$ cat config.mk
export PLATFORM = sky130hd
export DESIGN_NAME = dio2_top
export DESIGN_NICKNAME = d
export VERILOG_FILES = /design/src/rtl/dio2_pkg.sv /design/src/rtl/dio2_sync.sv /design/src/rtl/dio2_edge.sv /design/src/rtl/dio2_top.sv
export SDC_FILE = /design/constraint.sdc
export NUM_CORES = 1
export LEC_CHECK = 0
export BUFFER_PORTS_ARGS = -buffer_cell sky130_fd_sc_hd__buf_2
export CELL_PAD_IN_SITES_DETAIL_PLACEMENT = 1
export CELL_PAD_IN_SITES_GLOBAL_PLACEMENT = 2
export CORE_ASPECT_RATIO = 1.2
export CORE_MARGIN = 5
export CORE_UTILIZATION = 22
export CTS_CLUSTER_DIAMETER = 100
export DETAILED_ROUTE_END_ITERATION = 6
export PLACE_DENSITY_LB_ADDON = 0.05
export SYNTH_ARGS = -nofsm -noshare
export SYNTH_HDL_FRONTEND = slang
export SYNTH_SLANG_ARGS = --single-unit
$ cat constraint.sdc
create_clock -name clk -period 1.5 [get_ports clk]
set_input_delay 0.3 -clock clk [delete_from_list [all_inputs] [get_ports clk]]
set_output_delay 0.3 -clock clk [all_outputs]
set_load 0.05 [all_outputs]
$ cat src/rtl/dio2_pkg.sv
package dio2_pkg;
    localparam int NPIN         = 2;
    localparam int NFN          = 5;
    localparam int CTRL_FN_BASE = 16;
    localparam int WDOG_BIT     = 26;

    localparam int FN_TRIG  = 0;
    localparam int FN_START = 1;
    localparam int FN_LOAD  = 2;
    localparam int FN_EXT0  = 3;
    localparam int FN_EXT1  = 4;

    // pin watched by each secondary input function
    function automatic int fn_pin(input int k);
        return (k == FN_LOAD || k == FN_EXT1) ? 1 : 0;
    endfunction

    // writable control bits
    function automatic logic [31:0] ctrl_mask();
        logic [31:0] m;
        m = '0;
        for (int i = 0; i < NPIN; i++) m[i] = 1'b1;
        for (int i = 0; i < 2*NFN; i++) m[CTRL_FN_BASE+i] = 1'b1;
        m[WDOG_BIT] = 1'b1;
        return m;
    endfunction
endpackage

$ cat src/rtl/dio2_sync.sv
module dio2_sync #(
    parameter int W = 2
) (
    input  logic         clk,
    input  logic         rst_n,
    input  logic [W-1:0] d,
    output logic [W-1:0] q,
    output logic [W-1:0] q_prev
);
    typedef struct packed {
        logic [W-1:0] s1;
        logic [W-1:0] s2;
        logic [W-1:0] s3;
    } sync_t;

    sync_t st_d, st_q;

    always_comb begin
        st_d    = st_q;
        st_d.s1 = d;
        st_d.s2 = st_q.s1;
        st_d.s3 = st_q.s2;
    end

    always_ff @(posedge clk) begin
        if (!rst_n) st_q <= '0;
        else        st_q <= st_d;
    end

    assign q      = st_q.s2;
    assign q_prev = st_q.s3;
endmodule

$ cat src/rtl/dio2_edge.sv
module dio2_edge (
    input  logic clk,
    input  logic rst_n,
    input  logic lvl,
    input  logic lvl_prev,
    input  logic en,
    input  logic rise_sel,
    input  logic irq_en,
    output logic evt,
    output logic irq
);
    typedef struct packed {
        logic evt;
        logic irq;
    } edge_t;

    edge_t e_d, e_q;
    logic  hit;

    always_comb begin
        hit   = rise_sel ? (lvl & ~lvl_prev) : (~lvl & lvl_prev);
        e_d.evt = en & hit;
        e_d.irq = en & hit & irq_en;
    end

    always_ff @(posedge clk) begin
        if (!rst_n) e_q <= '0;
        else        e_q <= e_d;
    end

    assign evt = e_q.evt;
    assign irq = e_q.irq;
endmodule

$ cat src/rtl/dio2_top.sv
module dio2_top
    import dio2_pkg::*;
#(
    parameter int DW = 32
) (
    input  logic            clk,
    input  logic            rst_n,
    input  logic            reg_wr,
    input  logic            reg_sel,
    input  logic [DW-1:0]   reg_wdata,
    output logic [DW-1:0]   reg_rdata,
    input  logic [NPIN-1:0] pin_in,
    output logic [NPIN-1:0] pin_out,
    output logic [NPIN-1:0] pin_oe,
    input  logic            wdog_status,
    input  logic [NFN-1:0]  irq_en,
    output logic [NFN-1:0]  evt,
    output logic [NFN-1:0]  irq
);
    localparam logic [DW-1:0] CTRL_MASK = DW'(ctrl_mask());

    typedef struct packed {
        logic [DW-1:0]   ctrl;
        logic [NPIN-1:0] dout;
    } regs_t;

    regs_t           r_d, r_q;
    logic [NPIN-1:0] lvl, lvl_prev;
    logic [NPIN-1:0] oe_eff, out_eff, rd_bits;

    always_comb begin
        r_d = r_q;
        if (reg_wr) begin
            if (reg_sel) r_d.ctrl = reg_wdata & CTRL_MASK;
            else         r_d.dout = reg_wdata[NPIN-1:0];
        end
    end

    always_ff @(posedge clk) begin
        if (!rst_n) r_q <= '0;
        else        r_q <= r_d;
    end

    // pin 1 handover to watchdog status
    always_comb begin
        oe_eff  = r_q.ctrl[NPIN-1:0];
        out_eff = r_q.dout;
        if (r_q.ctrl[WDOG_BIT]) begin
            oe_eff[1]  = 1'b1;
            out_eff[1] = wdog_status;
        end
        for (int p = 0; p < NPIN; p++)
            rd_bits[p] = oe_eff[p] ? out_eff[p] : lvl[p];
        reg_rdata = reg_sel ? r_q.ctrl : {{(DW-NPIN){1'b0}}, rd_bits};
    end

    assign pin_oe  = oe_eff;
    assign pin_out = out_eff;

    dio2_sync #(.W(NPIN)) sync_i (
        .clk    (clk),
        .rst_n  (rst_n),
        .d      (pin_in),
        .q      (lvl),
        .q_prev (lvl_prev)
    );

    for (genvar k = 0; k < NFN; k++) begin : g_fn
        localparam int PIN = fn_pin(k);
        dio2_edge edge_i (
            .clk      (clk),
            .rst_n    (rst_n),
            .lvl      (lvl[PIN]),
            .lvl_prev (lvl_prev[PIN]),
            .en       (r_q.ctrl[CTRL_FN_BASE+2*k]),
            .rise_sel (r_q.ctrl[CTRL_FN_BASE+2*k+1]),
            .irq_en   (irq_en[k]),
            .evt      (evt[k]),
            .irq      (irq[k])
        );
    end
endmodule

==> results.sh <==
export IMPL_cts_tree="yes"
export IMPL_initial_core_util_pct=22.63
export IMPL_critPathKind="flop to output pin"
export IMPL_layout_setup_ws_ns=-0.2879
export IMPL_nets=260
export IMPL_drv_slew=0
export IMPL_synth_warnings=0
export IMPL_grt_pass1_vias=1245
export IMPL_antenna_cells=0
export IMPL_multi_input_area_um2=661.9
export IMPL_endpoint_kind="output pin"
export IMPL_die_w_um=84.34
export IMPL_antenna_found_initial=0
export IMPL_synthTopCellsByCount="33 x nand2_1, 32 x buf_4, 31 x dfxtp_1"
export IMPL_synth_top_cells_by_area="dfxtp_1 43%, buf_4 16%, nand2_1 8.5%"
export IMPL_synth_ff_type="dfxtp_1"
export IMPL_yosysSeqAreaShare_pct=42.54
export IMPL_period_needed_ns=1.788
export IMPL_hold_depth=2
export IMPL_die_h_um=99.21
export IMPL_synth_xor_area_share_pct=0
export IMPL_core_area_um2=6446
export IMPL_min_path_type="input pin to flop"
export IMPL_yosysMostFrequentCell="nand2_1"
export IMPL_start_kind="flop"
export IMPL_crit_required_ns=1.20
export IMPL_yosysTopAreaCellShare_pct=42.54
export IMPL_drtAntennaViolNets=0
export IMPL_r2r_cells=4
export IMPL_root_buffer="clkbuf_8"
export IMPL_ir_drop_mv=0.3697
export IMPL_numCtsBuffers=5
export IMPL_drt_wl_total_mm=3.849
export IMPL_grtUsageTotal_pct=9.386
export IMPL_final_util_pct=28.75
export IMPL_nFillCells=808
export IMPL_setup_viol=1
export IMPL_fin_skew_ns=0.004122
export IMPL_final_hold_viol_count=0
export IMPL_gp_congestion=0.6936
export IMPL_grt_max_degree=32
export IMPL_overflow=0
export IMPL_ios=90
export IMPL_syn_to_final_growth_pct=27.02
export IMPL_period_share_pct=119.2
export IMPL_grt_pass1_wl_mm=6.092
export IMPL_worstPathMaxFanout=2
export IMPL_async_flop_share_pct=0
export IMPL_drtIter0Drc=27
export IMPL_cts_buffer_depth=2
export IMPL_clock_sinks=31
export IMPL_avgViaCountPerCell=3.930
export IMPL_final_seq_area_um2=621.8
export IMPL_dp_hpwl_mm=3.016
export IMPL_synthAdderAreaFrac_pct=0
export IMPL_port_buffers=51
export IMPL_p_leak_nw=0.8917
export IMPL_die_area_um2=8366
export IMPL_wl_per_cell_um=12.75
export IMPL_drc=0
export IMPL_vias=1187
export IMPL_yosys_area_top_type="dfxtp_1"
export IMPL_synth_enable_flop_cells=0
export IMPL_fmax_mhz=559.3
export IMPL_netlist_instances=167
export IMPL_htree_levels=2
export IMPL_rsz0062_at_grt="yes"
export IMPL_synth_compound_area_share_pct=11.32
export IMPL_avgSynthCellArea_um2=8.736
export IMPL_synthMuxAreaShare_pct=1.372
export IMPL_outcome="complete, but fails checks"
export IMPL_synth_cell_area_um2=1459
export IMPL_maxCapViolCount=0
export IMPL_clk_pin_slew_ns=0.06
export IMPL_violations="negative setup slack"
export IMPL_power_density_nw_per_um2=1115
export IMPL_rows=32
export IMPL_synthSimpleGateAreaFrac_pct=26.67
export IMPL_drive_gt1_share_pct=34.56
export IMPL_synth_top_family_by_area="simple AND/OR/NAND/NOR gates"
export IMPL_ys_ff_latch=31
export IMPL_synth_cell_types=20
export IMPL_clock_latency_ns=0.28
export IMPL_p_total_mw=2.066
export IMPL_first_pass_iters=4
export IMPL_crit_arrival_ns=1.49
-- cell families after synthesis --
group                  count (synthesis)
AOI/OAI and AO/OA                     23
other                                  1
DFF                                   31
buffers and inverters                 37
muxes                                  2
and+or+nand+nor                       73
-- per-stage QoR --
step | setup TNS [ns] | instances | setup slack, ns | hold WS (ns) | cell area [um2]
4_1_cts | -0.3106 | 302 | -0.3106 | 0.2144 | 1848
6_report | -0.2879 | 302 | -0.2879 | 0.2220 | 1853
2_1_floorplan | -0.02560 | 185 | -0.02560 | 0.4119 | 1541
5_1_grt | -0.3452 | 302 | -0.3452 | 0.2170 | 1853
3_5_place_dp | -0.09471 | 294 | -0.09471 | 0.4246 | 1718
3_3_place_gp | -0.07646 | 294 | -0.07646 | 0.4195 | 1718
-- per-layer routing --
metal | up-vias | GRT usage [%] | share of wire (%)
li1 | 591 | - | -
met1 | 548 | 9.955 | 41
met2 | 43 | 16.52 | 50
met3 | 5 | 3.148 | 7.0
met4 | 0 | 4.750 | 2.3
met5 | - | 0 | 0
-- registers in the layout, indices dropped and copies added (netlist names) --
register / count
pin_oe: 1
g_fn.edge_i.irq: 5
pin_out: 1
sync_i.q_prev: 2
r_q: 13
sync_i.q: 2
g_fn.edge_i.evt: 5
sync_i.st_d: 2
-- layout by cell type (no fill, tap or decap) --
| master | n |
|---|---|
| and4_1 | 5 |
| bufinv_16 | 1 |
| or3b_4 | 1 |
| o211ai_4 | 1 |
| buf_2 | 48 |
| nand2b_1 | 6 |
| clkbuf_8 | 6 |
| mux2i_1 | 2 |
| conb_1 | 19 |
| a21boi_1 | 13 |
| nand2_1 | 33 |
| a21o_2 | 1 |
| dfxtp_2 | 1 |
| o21ai_1 | 1 |
| and3_1 | 5 |
| o22ai_1 | 5 |
| nor2b_2 | 1 |
| nor2b_1 | 3 |
| or2_4 | 1 |
| dfxtp_1 | 30 |
| buf_4 | 11 |
| and2_1 | 18 |
| clkinv_2 | 1 |
| o21ai_0 | 2 |
| buf_6 | 2 |
-- worst paths after layout --
check                 startpoint            endpoint  slack [ns]
setup / recovery         r_q[28]        reg_rdata[1]       -0.29
hold / removal         pin_in[1]      sync_i.st_d[3]        0.22
setup reg to reg     sync_i.q[1]  g_fn[4].edge_i.irq        0.50
hold reg to reg   sync_i.st_d[2]         sync_i.q[0]        0.44
-- power by group --
part | switching [mW] | internal [mW]
Combinational | 0.252 | 0.0981
Clock | 0.313 | 0.537
Sequential | 0.0165 | 0.849
Total | 0.582 | 1.48
-- cell type report --
type	instances	share of cell area, %
tap	85	5.739
clock buffer	6	4.456
clock inverter	2	1.891
sequential	31	33.56
multi-input combinational	117	35.72
timing repair buffer	61	18.64
-- worst max-delay path, cell delays in order, from the launching register on --
cell and delay [ns]:
dfxtp_2 0.32, or2_4 0.24, or3b_4 0.38, o211ai_4 0.08
buf_6 0.18
-- what timing repair did --
item | 4_1_cts | 5_1_grt
hold endpoints to repair | 0 | 0
setup buffers | 0 | 0
hold buffers | 0 | 0
endpoints found under the setup margin | 2 | 3
gates resized for setup | 4 | 3
No activity file was read; power rests on OpenSTA's default activity.
